File: config.mk
export PLATFORM = sky130hd
export DESIGN_NAME = irq_ack_seq
export DESIGN_NICKNAME = d
export VERILOG_FILES = /design/src/rtl/irq_ack_pkg.sv /design/src/rtl/iack_cs_cmp.sv /design/src/rtl/iack_timer.sv /design/src/rtl/iack_vec_calc.sv /design/src/rtl/irq_ack_seq.sv
export SDC_FILE = /design/constraint.sdc
export NUM_CORES = 1
export LEC_CHECK = 0
export BUFFER_PORTS_ARGS = -buffer_cell sky130_fd_sc_hd__buf_2
export CAP_MARGIN = 30
export CELL_PAD_IN_SITES_DETAIL_PLACEMENT = 2
export CELL_PAD_IN_SITES_GLOBAL_PLACEMENT = 2
export CORE_MARGIN = 1
export CORE_UTILIZATION = 29
export CTS_CLUSTER_SIZE = 12
export DETAILED_ROUTE_END_ITERATION = 16
export PLACE_DENSITY = 0.93
export SLEW_MARGIN = 25
export SYNTH_ARGS = -nofsm -noshare
export SYNTH_HDL_FRONTEND = slang
export SYNTH_SLANG_ARGS = --single-unit
export TNS_END_PERCENT = 50
File: constraint.sdc
create_clock -name clk -period 3.61 [get_ports clk]
set_input_delay 0.5415 -clock clk [delete_from_list [all_inputs] [get_ports clk]]
set_output_delay 0.5415 -clock clk [all_outputs]
set_load 0.02 [all_outputs]
File: src/rtl/irq_ack_pkg.sv
package irq_ack_pkg;
  typedef enum logic [2:0] {
    ST_IDLE, ST_DRIVE, ST_WAIT, ST_LATCH, ST_DONE
  } ack_state_t;

  localparam logic [7:0] AUTOVEC_BASE = 8'h18;
  localparam logic [7:0] SPURIOUS_NUM = 8'h18;
  localparam logic [2:0] FC_CPU_SPACE = 3'b111;
endpackage

File: src/rtl/iack_cs_cmp.sv
module iack_cs_cmp #(
  parameter int AW = 24,
  parameter int LW = 3
) (
  input  logic          cyc_on,
  input  logic          wait_ph,
  input  logic [AW-1:0] addr,
  input  logic [2:0]    fc,
  input  logic          en,
  input  logic [LW-1:0] lvl,
  input  logic          avec_mode,
  output logic          sel,
  output logic          int_dack,
  output logic          int_avec
);
  localparam int HI_W = AW - LW - 1;

  logic hi_ones, lvl_hit;

  always_comb begin
    hi_ones  = &addr[AW-1:LW+1];
    lvl_hit  = (addr[LW:1] == lvl) && addr[0];
    sel      = cyc_on && en && hi_ones && lvl_hit && (fc == irq_ack_pkg::FC_CPU_SPACE);
    int_dack = sel && wait_ph && !avec_mode;
    int_avec = sel && wait_ph && avec_mode;
  end

  always_comb begin
    if (HI_W < 1) $error("address too narrow");
  end
endmodule

File: src/rtl/iack_timer.sv
module iack_timer #(
  parameter int CW = 8
) (
  input  logic          clk,
  input  logic          rst_n,
  input  logic          clear,
  input  logic          run,
  input  logic [CW-1:0] lim,
  output logic          expired
);
  logic [CW-1:0] cnt;

  assign expired = (cnt == lim);

  always_ff @(posedge clk or negedge rst_n) begin
    if (!rst_n)                cnt <= '0;
    else if (clear)            cnt <= '0;
    else if (run && !expired)  cnt <= cnt + 1'b1;
  end

  a_r8_cnt_bound: assert property (@(posedge clk) disable iff (!rst_n)
    run && !clear && !expired |=> (cnt == $past(cnt) + 1'b1));
endmodule

File: src/rtl/iack_vec_calc.sv
module iack_vec_calc #(
  parameter int VW = 16,
  parameter int NW = 8
) (
  input  logic [VW-1:0] base,
  input  logic [NW-1:0] num,
  output logic [VW-1:0] addr
);
  localparam int PAD = VW - NW - 1;

  logic [VW-1:0] disp;

  generate
    if (PAD > 0) begin : g_pad
      assign disp = {{PAD{1'b0}}, num, 1'b0};
    end else begin : g_trunc
      assign disp = {num[VW-2:0], 1'b0};
    end
  endgenerate

  assign addr = base + disp;
endmodule

File: src/rtl/irq_ack_seq.sv
module irq_ack_seq #(
  parameter int AW = 24,
  parameter int VW = 16,
  parameter int NW = 8,
  parameter int LW = 3,
  parameter int TW = 8
) (
  input  logic          clk,
  input  logic          rst_n,
  input  logic          req_valid,
  output logic          req_ready,
  input  logic [LW-1:0] req_level,
  input  logic [VW-1:0] vbr,
  input  logic [TW-1:0] timeout_lim,
  input  logic          cs_en,
  input  logic [LW-1:0] cs_level,
  input  logic          cs_avec,
  output logic          bus_rd,
  output logic [2:0]    bus_fc,
  output logic [AW-1:0] bus_addr,
  output logic          iack_cs,
  input  logic [NW-1:0] bus_data,
  input  logic          ext_dack,
  input  logic          ext_avec,
  output logic          vec_valid,
  input  logic          vec_ready,
  output logic [VW-1:0] vec_addr,
  output logic [NW-1:0] vec_num,
  output logic          vec_spurious
);
  import irq_ack_pkg::*;

  localparam int HI_W = AW - LW - 1;

  ack_state_t    state;
  logic [LW-1:0] lvl_q;
  logic [NW-1:0] num_q;
  logic          spur_q;
  logic [VW-1:0] addr_q;
  logic [VW-1:0] calc_addr;
  logic          in_wait, cs_dack, cs_avec_t, expired;
  logic          dack_any, avec_any;

  assign req_ready = (state == ST_IDLE);
  assign bus_rd    = (state == ST_DRIVE) || (state == ST_WAIT);
  assign in_wait   = (state == ST_WAIT);
  assign bus_fc    = bus_rd ? FC_CPU_SPACE : 3'b000;
  assign bus_addr  = bus_rd ? {{HI_W{1'b1}}, lvl_q, 1'b1} : '0;

  iack_cs_cmp #(.AW(AW), .LW(LW)) i_cs (
    .cyc_on(bus_rd), .wait_ph(in_wait), .addr(bus_addr), .fc(bus_fc),
    .en(cs_en), .lvl(cs_level), .avec_mode(cs_avec),
    .sel(iack_cs), .int_dack(cs_dack), .int_avec(cs_avec_t)
  );

  iack_timer #(.CW(TW)) i_tmr (
    .clk(clk), .rst_n(rst_n), .clear(!in_wait), .run(in_wait),
    .lim(timeout_lim), .expired(expired)
  );

  iack_vec_calc #(.VW(VW), .NW(NW)) i_calc (
    .base(vbr), .num(num_q), .addr(calc_addr)
  );

  assign dack_any = ext_dack || cs_dack;
  assign avec_any = ext_avec || cs_avec_t;

  always_ff @(posedge clk or negedge rst_n) begin
    if (!rst_n) begin
      state  <= ST_IDLE;
      lvl_q  <= '0;
      num_q  <= '0;
      spur_q <= 1'b0;
      addr_q <= '0;
    end else begin
      case (state)
        ST_IDLE: if (req_valid) begin
          lvl_q <= req_level;
          state <= ST_DRIVE;
        end
        ST_DRIVE: state <= ST_WAIT;
        ST_WAIT: begin
          if (dack_any) begin
            num_q  <= bus_data;
            spur_q <= 1'b0;
            state  <= ST_LATCH;
          end else if (avec_any) begin
            num_q  <= AUTOVEC_BASE + NW'(lvl_q);
            spur_q <= 1'b0;
            state  <= ST_LATCH;
          end else if (expired) begin
            num_q  <= SPURIOUS_NUM;
            spur_q <= 1'b1;
            state  <= ST_LATCH;
          end
        end
        ST_LATCH: begin
          addr_q <= calc_addr;
          state  <= ST_DONE;
        end
        ST_DONE: if (vec_ready) state <= ST_IDLE;
        default: state <= ST_IDLE;
      endcase
    end
  end

  assign vec_valid    = (state == ST_DONE);
  assign vec_addr     = addr_q;
  assign vec_num      = num_q;
  assign vec_spurious = spur_q;

  a_r2_busy_no_ready: assert property (@(posedge clk) disable iff (!rst_n)
    vec_valid |-> !req_ready);
  a_r3_cpu_space: assert property (@(posedge clk) disable iff (!rst_n)
    bus_rd |-> (bus_fc == 3'b111) && bus_addr[0] && (&bus_addr[AW-1:LW+1]));
  a_r9_cs_in_cycle: assert property (@(posedge clk) disable iff (!rst_n)
    iack_cs |-> bus_rd);
  a_r10_hold: assert property (@(posedge clk) disable iff (!rst_n)
    vec_valid && !vec_ready |=> vec_valid && $stable(vec_addr) && $stable(vec_num)
      && $stable(vec_spurious));
  a_r11_no_early_end: assert property (@(posedge clk) disable iff (!rst_n)
    $rose(bus_rd) |=> bus_rd);
endmodule

==> After elaboration in Yosys (flattened, before gate mapping) <==
Index checks and enable logic that the tools add are counted.
{ "word_totals": {"mem_bits_ro": 0, "out_inout_bits": 56, "mem_bits_rw": 0, "input_bits": 46, "wordCells": 56, "memories": 0, "ff_bits": 39, "latch_bits": 0} }
{ "classes": {"mux": 16, "addsub": 3, "mul": 0, "n_bitwise": 0, "div_mod_pow": 0, "n_eq_ne": 11, "magnitude_cmp": 0, "reduce_logical": 20, "n_shift": 0} }
{ "op_table": {"columns": ["cell", "n"], "rows": [
  ["two-way mux 8 bit", 5],
  ["two-way mux 24 bit", 1],
  ["AND reduction 20 bit", 1],
  ["two-way mux 3 bit", 6],
  ["adder 16 x 9 -> 16 bit", 1],
  ["one-hot mux 3 bit (5 select lines)", 1],
  ["logical AND 1 bit", 9],
  ["adder 8 x 1 -> 8 bit, second input constant", 1],
  ["equality test 8 bit", 1],
  ["adder 5 x 3 -> 6 bit, first input constant", 1],
  ["equality test 3 x 2 -> 1 bit, second input constant", 2],
  ["equality test 3 bit, second input constant", 2],
  ["!= test 2 x 1 -> 1 bit, second input constant", 2],
  ["!= test 4 x 3 -> 1 bit, second input constant", 1],
  ["AND reduction 2 bit", 2],
  ["equality test 3 x 1 -> 1 bit, second input constant", 1],
  ["equality test 3 bit", 1],
  ["logical NOT 3 bit", 1],
  ["logical OR 1 bit", 3],
  ["two-way mux 1 bit", 3],
  ["AND reduction 3 bit", 1],
  ["nonzero test 3 bit", 1],
  ["logical NOT 1 bit", 2],
  ["!= test 2 bit, second input constant", 1]
]} }

==> Logic depth before layout (Yosys ltp) <==
Gate-level depths: netlist (run 1).
{ "logic_depth": {"depth_word": 13, "mapped_depth": 9, "mapped_depth_nobuf": 9} }

==> Hierarchy <==
A second synthesis (run 1) with hierarchy kept.
{ "unflattened": {"cells_unflattened": 252, "hier_area_um2": 2612.5} }
{ "modules_own_cells": {"columns": ["mod", "area_each_um2", "seq_area_each_um2", "n_inst", "cells_each"], "rows": [
  ["irq_ack_seq", 1488.9, 775.7, 1, 125],
  ["iack_timer", 548.0, 200.2, 1, 55],
  ["iack_vec_calc", 457.9, 0.0, 1, 55],
  ["iack_cs_cmp", 117.6, 0.0, 1, 17]
]} }

==> Least setup slack after synthesis (run 1) <==
No wires, ideal clock.
{ "synth_path": {"path_type": "flip-flop to output port", "startpoint": "register state[1]", "endpoint": "output port bus_addr[1]", "path_buffers": 0, "path_stages_with_launch": 4, "t_required_ns": 3.069, "arrival_ns": 2.031, "slack_ns": 1.037, "cell_sequence": "dfrtp_1 xnor2_1 nor2_1 and2_1"} }
{ "synth_via": {"elab_chain_len": 3, "elab_cells_between_ends": 4, "cone_classes": "eq/ne: 2; mux: 1; reduce/logical: 1"} }
{ "synth_rtl": {"columns": ["item", "line", "rtl"], "rows": [
  ["start: declaration", "irq_ack_seq.sv:35", "ack_state_t state;"],
  ["start signal: assignment", "irq_ack_seq.sv:70", "state <= ST_IDLE;"],
  ["start signal: assignment", "irq_ack_seq.sv:79", "state <= ST_DRIVE;"],
  ["start signal: assignment", "irq_ack_seq.sv:81", "ST_DRIVE: state <= ST_WAIT;"],
  ["equality test 3 x 1 -> 1 bit or equality test 3 x 2 -> 1 bit (tied branches)", "irq_ack_seq.sv:45", "assign bus_rd = (state == ST_DRIVE) || (state == ST_WAIT);"],
  ["logical OR 1 bit (*)", "irq_ack_seq.sv:45", null],
  ["named net bus_rd", "irq_ack_seq.sv:18", "output logic bus_rd,"],
  ["two-way mux 24 bit (*)", "irq_ack_seq.sv:48", "assign bus_addr = bus_rd ? {{HI_W{1'b1}}, lvl_q, 1'b1} : '0;"],
  ["end: declaration", "irq_ack_seq.sv:20", "output logic [AW-1:0] bus_addr,"]
]} }
The timed path passes the listed nets; every way through them passes the cells marked *.

==> Final worst setup path (run 1) <==
{ "layout_path": {"startpoint": "register state[1]", "endpoint": "output port iack_cs"} }
{ "layout_via": {"elab_chain_len": 7, "elab_cells_between_ends": 13, "cone_classes": "eq/ne: 4; mux: 2; reduce/logical: 7"} }
{ "layout_rtl": {"columns": ["item", "line", "rtl"], "rows": [
  ["equality test 3 x 1 -> 1 bit or equality test 3 x 2 -> 1 bit (tied branches)", "irq_ack_seq.sv:45", null],
  ["logical OR 1 bit (*)", "irq_ack_seq.sv:45", null],
  ["two-way mux 24 bit", "irq_ack_seq.sv:48", null],
  ["AND reduction 20 bit or equality test 3 bit (tied branches)", "iack_cs_cmp.sv:21, iack_cs_cmp.sv:22", null],
  ["logical AND 1 bit, on equally long branches", "iack_cs_cmp.sv:23, iack_cs_cmp.sv:22", null],
  ["logical AND 1 bit", "iack_cs_cmp.sv:23", "sel = cyc_on && en && hi_ones && lvl_hit && (fc == irq_ack_pkg::FC_CPU_SPACE);"],
  ["logical AND 1 bit (*)", "iack_cs_cmp.sv:23", null],
  ["end: declaration", "irq_ack_seq.sv:21", "output logic iack_cs,"]
]} }
Mark *: on every way between the ends. The rest lies on a longest branch, timed or not.

==> results of run 1 <==
-- cells by family (layout without fill, tap and decap cells) --
| group | Yosys count | in the layout | share of synthesized area (%) |
|---|---|---|---|
| xor gates and xnor gates | 31 | 31 | 11.3 |
| muxes | 7 | 7 | 3.19 |
| buffers and inverters | 38 | 119 | 10.0 |
| DFF | 39 | 39 | 40.8 |
| and+or+nand+nor | 91 | 91 | 17.5 |
| adders and majority gates | 10 | 10 | 5.54 |
| AOI/OAI and AO/OA | 46 | 46 | 11.7 |
-- critical path, cell delays in order (launching register included) --
cell and delay (ns):
dfrtp_1 0.47, xnor2_1 0.19, or4_1 0.56, or2_1 0.25
inv_1 0.12, buf_2 0.18
-- layout by cell type, fill, tap and decap left out, types with 5 or more instances in the layout --
cell / n
o21ai_1: 5
dfrtp_1: 39
buf_2: 101
inv_1: 6
ha_1: 9
clkbuf_8: 5
nor2_1: 22
xor2_1: 27
mux2_2: 5
o21ai_0: 24
nand2_1: 34
nand4_1: 7
nand3_1: 5
-- worst min-delay path by stage --
| stage | from | endpoint | slack, ns | cells after the start |
|---|---|---|---|---|
| floorplan | rst_n | i_tmr.cnt[0] | 0.25 | 0 |
| detailed placement | vec_addr[12] | vec_addr[12] | 0.48 | 2 |
| CTS | rst_n | vec_addr[7] | 0.40 | 1 |
| global route | rst_n | vec_addr[7] | 0.13 | 1 |
| finish | rst_n | vec_addr[7] | 0.14 | 1 |
| global placement | vec_addr[6] | vec_addr[6] | 0.46 | 2 |
-- power by group through the flow --
stage / clock, mW / combinational (mW) / sequential, mW
floorplan: 0 / 1.49 / 0.897
global placement: 0 / 1.83 / 0.758
detailed placement: 0 / 1.92 / 0.783
CTS: 0.390 / 1.94 / 0.773
global route: 0.408 / 2.07 / 0.797
finish: 0.378 / 1.91 / 0.772
-- layer usage --
metal	vias to the layer above	GRT usage (%)	routed length, microns	share of wire (%)
met5	-	0	0	0
met4	0	3.08	24	0.33
met3	2	3.86	287	4.0
met2	55	31.5	3750	52
met1	1048	20.8	3160	44
li1	1027	-	-	-
-- cells in the mapped netlist --
cell / number
buf_4: 24
a221oi_1: 1
o22a_1: 1
mux2i_1: 2
o2111ai_1: 1
o21a_1: 1
or2_1: 1
and2_1: 4
a21oi_1: 2
o31ai_1: 1
nor4_1: 2
xnor2_1: 4
o21ai_0: 24
a31o_2: 1
buf_6: 1
nand3_1: 5
nor2_1: 22
ha_1: 9
a21o_2: 1
nor3_1: 4
clkbuf_1: 7
nor2b_1: 3
nand2_1: 34
fa_1: 1
a22oi_1: 2
or3_1: 1
dfrtp_1: 39
nand4_1: 7
inv_1: 6
a21o_1: 2
o21ai_1: 5
and3_1: 3
xor2_1: 27
o211a_1: 2
or4_1: 1
mux2_2: 5
nand2b_1: 4
a211oi_1: 2
-- flip-flops by register name, summed over array words and instances, names as in the netlist --
name and flops:
i_tmr.cnt 8, lvl_q 3, vec_spurious 1, vec_num 8, vec_addr 16, state 3
-- stage by stage --
stage / cells / hold slack, ns / utilization [%] / worst slack (ns) / power (mW)
2_1_floorplan: 262 / 0.246 / - / 1.04 / 2.38
3_3_place_gp: 435 / 0.457 / 36.0 / 1.28 / 2.58
3_5_place_dp: 436 / 0.475 / 36.1 / 1.21 / 2.71
4_1_cts: 444 / 0.401 / 37.6 / 0.987 / 3.10
5_1_grt: 445 / 0.131 / 37.8 / 0.895 / 3.28
6_report: 445 / 0.135 / 37.8 / 1.01 / 3.06
-- area by class of cell --
type / instances / area share, %
clock buffer: 5 / 2.32
timing repair buffer: 105 / 18.6
sequential: 39 / 32.9
clock inverter: 3 / 1.47
multi-input combinational: 185 / 39.7
inverter: 6 / 0.759
tap: 102 / 4.30
==> impl_metrics.yaml, run 1 <==
critical_path:
  crit_type: "register to output port"
  crit_start: "state[1]"
  end_kind: "output port"
  r2r-end: "vec_num[1]"
  path_max_fanout: 7
  cp.required_ns: 3.07
  cp_data_arrival_time_ns: 2.06
  crit_path_end: "iack_cs"
  regToRegSetupSlack_ns: 1.32
  rr_worst_depth: 6
  r2r-start: "state[1]"
  start_kind: "register"
cts:
  cts-buffers-inserted: 5
  cts_htree_levels: 2
  clk_latency_ns: 0.29
  cts_hold_buf: 0
  clk_pin_slew_ns: 0.09
  cts_resized: 0
  ctsLongestPathBuffers: 2
  clock-root-buffer: "clkbuf_8"
  cts_setup_buffers: 0
  tritoncts: "done"
  cts.sinks: 39
global_routing:
  grt_pass1_wl_microns: 11700
  grt_max_degree: 40
  grtUsageTotal_pct: 17.3
  grt_pass1_vias: 2341
  overflow: 0
  antenna_found_initial: 0
place:
  post-dp-hpwl_microns: 5680
  gp_congestion: 0.742
  postPlaceCellArea_sq_mm: 0.00284
  portBuffers: 101
route:
  drtPass1Iterations: 3
  final_antenna_net_count: 0
  wl_microns: 7230
  routedWlPerCell_microns: 16.2
  routed-via-count: 2132
  avgViaCountPerCell: 4.79
  drt-initial-drc-count: 49
  drc: 0
synthesis:
  ys_warn_count: 0
  synth.distinct_cells: 38
  netlist_instances: 262
  yosys.area.top_type_share_pct: 40.8
  synth_seq_cells: 39
  yosysTopAreaCell: "dfrtp_1"
  synth_nets: 318
  postSynthAreaPerCell_sq_um: 9.14
  synth_area_leaders: "dfrtp_1, xor2_1, buf_4"
  yosysSeqAreaShare_pct: 40.8
  syn_area_sq_mm: 0.00239
finish:
  final-seq-area_sq_um: 976
  syn_to_final_growth_pct: 24.0
  fin_area_sq_mm: 0.00297
  layout-drive-gt1-share_pct: 35.0
  multi_input_area_sq_mm: 0.00118
  diodes: 0
  fill_cells: 929
  fin_nets: 398
sta:
  max_slew_margin_pct: 70.0
  setup_tns_ns: 0
  fmax_mhz: 384
  min_period_ns: 2.60
  drv_slew: 0
  finalSetupViolCount: 0
  worstMarginPinSlew_ns: 0.449
  rsz0062_at_grt: "false"
  timing.final.crit_share_pct: 72.1
  clock_skew_ns: 0.00816
  hold_violations: 0
floorplan:
  fp.dieW_microns: 92.9
  pin_count: 102
  core_area_sq_mm: 0.00785
  initial_core_util_pct: 30.5
  dieHeight_microns: 92.9
  core.rowCount: 32
  die_area_sq_mm: 0.00863
power_and_ir_drop:
  p_int_mw: 1.46
  pwr-share-clk_pct: 12.3
  powerDensity_mw_per_mm2: 1030
  p_switching_mw: 1.61
  power.sequential.fraction_pct: 25.2
  swShare_pct: 52.5
  combPwrFrac_pct: 62.5
  irDropWorstVdd_mv: 0.550
  leakage_nw: 1.55
min_path:
  min_path_type: "input port to async pin"
run_status:
  status: "completed"
flow_run:
  max_cap_violations: 0
No activity file was read; power rests on OpenSTA's default activity.
==> run 2, diff against run 1 <==
ABC_AREA = 1   (was unset)
CORE_UTILIZATION = 24   (was 29)
PLACE_DENSITY = 0.85   (was 0.93)
clock period = 2.1 ns   (was 3.61 ns; I/O delays follow)
==> run 2 against run 1 <==
Compared with the run above: cell area rose by 11%; clock skew rose by 0.0036 ns; clock power rose by 38%; synthesized cell count rose by 34%; highest routed layer unchanged.
==> impl_metrics.yaml, run 2 <==
global_routing:
  grtUsageTotal_pct: 15.5
  grt_pass1_vias: 2873
  grt_max_degree: 26
  overflow: 0
  antenna_found_initial: 0
  grt_pass1_wl_microns: 13800
synthesis:
  yosysSeqAreaShare_pct: 37.4
  synth_nets: 408
  netlist_instances: 352
  ys_warn_count: 0
  synth_common_cells: "nand2_1, inv_1, dfrtp_1"
  synth_fa_ha_area_share_pct: 5.08
  yosys.area.top_type_share_pct: 37.4
  synth_seq_cells: 39
  synth_edf_count: 0
  synth.distinct_cells: 32
  synth_ff_type: "dfrtp_1"
  syn_area_sq_mm: 0.00261
  yosys.area_share.simple_pct: 30.8
  yosysTopAreaCell: "dfrtp_1"
  synth_most_common_cell: "nand2_1"
  synth_area_leaders: "dfrtp_1, nand2_1, buf_4"
  async_reset_ff_share_pct: 100
  synth_compound_area_share_pct: 9.53
  postSynthAreaPerCell_sq_um: 7.42
  synth_top_family_by_area: "simple AND/OR/NAND/NOR gates"
  synth-xor-area-share_pct: 2.35
  synth.area.mux_share_pct: 0.862
route:
  drt-initial-drc-count: 52
  wl_microns: 8490
  avgViaCountPerCell: 4.48
  routedWlPerCell_microns: 14.6
  drtPass1Iterations: 4
  final_antenna_net_count: 0
  routed-via-count: 2601
  drc: 0
cts:
  clk_latency_ns: 0.29
  clk_pin_slew_ns: 0.09
  tritoncts: "done"
  cts_htree_levels: 2
  cts-buffers-inserted: 5
  ctsLongestPathBuffers: 2
  clock-root-buffer: "clkbuf_8"
  cts.sinks: 39
finish:
  syn_to_final_growth_pct: 26.6
  layout_common_cells: "nand2_1, buf_2, inv_1"
  final_common_cell: "nand2_1"
  diodes: 0
  layout-drive-gt1-share_pct: 34.0
  fin_area_sq_mm: 0.00331
  multi_input_area_sq_mm: 0.00130
  largest_register_ffs: 16
  fin_nets: 499
  fill_cells: 1251
  final-seq-area_sq_um: 977
place:
  portBuffers: 101
  postPlaceCellArea_sq_mm: 0.00316
  post-dp-hpwl_microns: 6960
  gp_congestion: 0.759
floorplan:
  core_area_sq_mm: 0.0104
  dieHeight_microns: 106
  initial_core_util_pct: 25.1
  pin_count: 102
  core.rowCount: 37
  die_area_sq_mm: 0.0113
  fp.dieW_microns: 106
sta:
  setup_tns_ns: 0
  hold_violations: 0
  worstMarginPinSlew_ns: 0.590
  finalSetupViolCount: 0
  timing.final.crit_share_pct: 94.4
  drv_slew: 0
  min_period_ns: 1.98
  rsz0062_at_grt: "false"
  clock_skew_ns: 0.0117
  max_slew_margin_pct: 60.7
  fmax_mhz: 505
critical_path:
  cp_cell_sequence: "nor2_4, nand2_4, nand2_4, nand2_1, a21oi_4, and2_1, buf_2"
  crit_slowest_cell: "dfrtp_1"
  cp_data_arrival_time_ns: 1.67
  cp_common_cell: "nand2_4"
  slowest_delay_ns: 0.43
  crit_type: "register to output port"
  path_delay_family: "simple AND/OR/NAND/NOR gates"
  start_kind: "register"
  path_max_fanout: 7
  cp.required_ns: 1.78
  path_buf_inv: 1
  end_kind: "output port"
power_and_ir_drop:
  powerDensity_mw_per_mm2: 1550
  power_mw: 5.14
  irDropWorstVdd_mv: 0.531
  leakage_nw: 1.80
run_status:
  status: "completed"
flow_run:
  max_cap_violations: 0
min_path:
  min_path_type: "input port to register"
==> run 2: cell types whose count changed in the layout (fill, tap and decap cells not counted), sizes merged, moves of 4 or more <==
cell | previous run | this run
nand2b | 4 | 0
or2 | 1 | 9
a21oi | 2 | 14
buf | 105 | 111
nand3 | 5 | 17
o21ai | 29 | 19
nand2 | 34 | 110
inv | 6 | 45
xor2 | 27 | 4
a31oi | 0 | 5
nor2 | 22 | 28
==> run 2: worst paths after layout <==
| kind | endpoint | cells after the start | from | slack (ns) |
|---|---|---|---|---|
| setup / recovery | iack_cs | 7 | state[2] | 0.12 |
| hold / removal | vec_addr[0] | 3 | vbr[0] | 0.25 |
| setup reg to reg | vec_addr[7] | 10 | vec_num[0] | 0.14 |
| hold reg to reg | vec_spurious | 2 | vec_spurious | 0.49 |
| max in group asynchronous | state[0] | 3 | rst_n | 1.09 |
| min in group asynchronous | vec_addr[9] | 2 | rst_n | 0.52 |
==> run 2: cells by family (layout without fill, tap and decap cells) <==
| kind of cell | after synthesis | after routing |
|---|---|---|
| fa+ha+maj | 10 | 10 |
| simple gates | 178 | 178 |
| compound gates | 43 | 43 |
| flops | 39 | 39 |
| buf+inv | 73 | 165 |
| mux | 2 | 2 |
| xor+xnor | 7 | 7 |
==> run 2: area by class of cell <==
class                           count  share of cell area (%)
Inverter                           45                    5.11
Tap cell                          136                    5.14
Clock buffer                        6                    2.19
Multi-Input combinational cell    240                    39.4
Clock inverter                      2                   0.378
Timing Repair Buffer              112                    18.2
Sequential cell                    39                    29.5
==> run 2: through the flow <==
stage	cells	setup slack, ns	hold slack (ns)	utilization, %
after detailed placement	569	-0.101	0.320	30.4
after global placement	569	0.0699	0.322	30.4
after global routing	580	0.00209	0.261	31.8
after CTS	578	0.0163	0.225	31.3
after floorplan	352	0.0573	0.0194	-
final	580	0.119	0.254	31.8
==> run 2: timing repair <==
item,in CTS,in global routing
buffers inserted,0,2
hold endpoints to repair,4,0
gates resized for setup,1,8
hold buffers,1,0
endpoints found under the setup margin,3,8
pin swaps,0,2
gates cloned,0,0
==> run 2: worst reg2reg max path, delay by kind of cell, from the launching register on <==
| family | cells | cell delay, ns |
|---|---|---|
| AND/OR/NAND/NOR | 3 | 0.52 |
| adder cells (fa/ha/maj) | 2 | 0.51 |
| flip-flops | 1 | 0.36 |
| AO/OA/AOI/OAI | 3 | 0.32 |
| buffers and inverters | 2 | 0.13 |
==> run 2: power breakdown <==
| part | internal [mW] | total [mW] | leakage, nW | switching, mW |
|---|---|---|---|---|
| clock | 0.233 | 0.521 | 0.0412 | 0.288 |
| sequential | 1.05 | 1.29 | 0.487 | 0.233 |
| combinational | 1.11 | 3.33 | 1.27 | 2.22 |
| total | 2.40 | 5.14 | 1.80 | 2.74 |
==> run 2: layer usage <==
metal / global-route usage [%] / routed length [microns]
met1: 17.2 / 3410
met2: 29.7 / 4630
met3: 3.07 / 308
met4: 4.07 / 131
met5: 0 / 0
==> run 3, diff against run 2 <==
CAP_MARGIN = unset   (was 30)
CTS_BUF_LIST = sky130_fd_sc_hd__clkbuf_8   (was unset)
CTS_CLUSTER_DIAMETER = 60   (was unset)
==> run 3 against run 2 <==
Compared with the run above: sequential power is essentially flat; global-route usage unchanged; cell count unchanged; non-clock buffer count stayed put; clock-buffer cell count is 1 lower; wire length did not move; critical path depth unchanged; maximum frequency about the same; via count unchanged; first-iteration DRC count increased by 1.9%; critical endpoint unchanged.
==> impl_metrics.yaml, run 3 (synthesis results as in run 2) <==
run_status:
  status: "completed"
critical_path:
  rr_worst_depth: 10
  crit_slowest_cell: "dfrtp_1"
  slowest_delay_ns: 0.43
  cp_cell_sequence: "nor2_4, nand2_4, nand2_4, nand2_1, a21oi_4, and2_1, buf_2"
  crit_path_end: "iack_cs"
  r2r-end: "vec_addr[7]"
  path_max_fanout: 7
  regToRegSetupSlack_ns: 0.14
  cp_common_cell: "nand2_4"
  r2r-start: "vec_num[0]"
  start_kind: "register"
  path_depth: 7
  crit_type: "register to output port"
  cp_data_arrival_time_ns: 1.67
  end_kind: "output port"
  path_delay_family: "simple AND/OR/NAND/NOR gates"
  cp.required_ns: 1.78
  path_buf_inv: 1
  crit_start: "state[2]"
global_routing:
  antenna_found_initial: 0
  grtUsageTotal_pct: 15.5
  grt_max_degree: 26
  grt_pass1_wl_microns: 13800
  overflow: 0
  grt_pass1_vias: 2873
route:
  avgViaCountPerCell: 4.48
  final_antenna_net_count: 0
  drc: 0
  drt-initial-drc-count: 53
  met3WireLength_microns: 308
  wl_met1_microns: 3410
  drtPass1Iterations: 4
  wl_microns: 8490
  highest_layer: "met4"
  wl_met2_microns: 4630
  routed-via-count: 2601
  routedWlPerCell_microns: 14.6
sta:
  fmax_mhz: 505
  min_period_ns: 1.98
  setup_tns_ns: 0
  hold_violations: 0
  worstMarginPinSlew_ns: 0.590
  rsz0062_at_grt: "false"
  max_slew_margin_pct: 60.7
  clock_skew_ns: 0.0117
  drv_slew: 0
  timing.final.crit_share_pct: 94.4
  finalSetupViolCount: 0
finish:
  syn_to_final_growth_pct: 26.6
  layout_common_cells: "nand2_1, buf_2, inv_1"
  fin_nets: 499
  layout-drive-gt1-share_pct: 34.0
  largest_register_ffs: 16
  final_common_cell: "nand2_1"
  diodes: 0
min_path:
  min_path_type: "input port to register"
power_and_ir_drop:
  leakage_nw: 1.80
  irDropWorstVdd_mv: 0.531
  powerDensity_mw_per_mm2: 1550
  power_mw: 5.14
floorplan:
  pin_count: 102
  die_area_sq_mm: 0.0113
  core_area_sq_mm: 0.0104
  initial_core_util_pct: 25.1
  core.rowCount: 37
  fp.dieW_microns: 106
  dieHeight_microns: 106
cts:
  cts.sinks: 39
  cts-buffers-inserted: 5
  tritoncts: "done"
  clock-root-buffer: "clkbuf_8"
  ctsLongestPathBuffers: 2
  clk_pin_slew_ns: 0.09
  cts_htree_levels: 2
  clk_latency_ns: 0.29
place:
  gp_congestion: 0.759
  portBuffers: 101
  post-dp-hpwl_microns: 6960
flow_run:
  max_cap_violations: 0
## run 3: metal layers
metal  global-route usage, %  vias to the layer above
li1                        -                     1271
met1                    17.2                     1281
met2                    29.7                       41
met3                    3.07                        8
met4                    4.07                        0
met5                       0                        -
## run 3: tightest hold or removal path, stage by stage
cell and delay [ns]:
buf_2 0.09, nand2_1 0.06, nand2_1 0.06
## run 3: worst min-delay path by stage
stage | from | endpoint | slack, ns | depth (start not counted)
floorplan | rst_n | i_tmr.cnt[0] | 0.02 | 0
global placement | rst_n | vec_addr[9] | 0.32 | 1
detailed placement | rst_n | vec_addr[9] | 0.32 | 1
CTS | vbr[0] | vec_addr[0] | 0.23 | 3
global route | vbr[0] | vec_addr[0] | 0.26 | 3
finish | vbr[0] | vec_addr[0] | 0.25 | 3
## run 3: where the power goes
part,internal [mW],switching (mW)
combinational,1.11,2.22
clock,0.228,0.289
sequential,1.05,0.233
total,2.40,2.74
## run 3: layout make-up
| type | instances | area (sq um) |
|---|---|---|
| Fill cell | 1251 | 7110 |
| Timing Repair Buffer | 112 | 603 |
| Clock inverter | 3 | 16.3 |
| Sequential cell | 39 | 977 |
| Multi-Input combinational cell | 240 | 1300 |
| Tap cell | 136 | 170 |
| Clock buffer | 5 | 68.8 |
| Inverter | 45 | 169 |
## run 3: per-stage QoR
stage,std cells,utilization [%],setup slack [ns],hold WS (ns),instance area [sq um]
after detailed placement,569,30.4,-0.101,0.320,3160
after floorplan,352,-,0.0573,0.0194,2610
final,580,31.8,0.118,0.254,3310
after global placement,569,30.4,0.0699,0.322,3160
after CTS,578,31.3,0.0159,0.225,3260
after global routing,580,31.8,0.00165,0.261,3310
## run 3: repair_timing
| action | in CTS | in global routing |
|---|---|---|
| endpoints found under the hold margin | 4 | 0 |
| setup buffers | 0 | 2 |
| gates resized for setup | 1 | 8 |
| hold buffers | 1 | 0 |
| pin swaps | 0 | 2 |
| setup endpoints to repair | 3 | 8 |
| cloned | 0 | 0 |
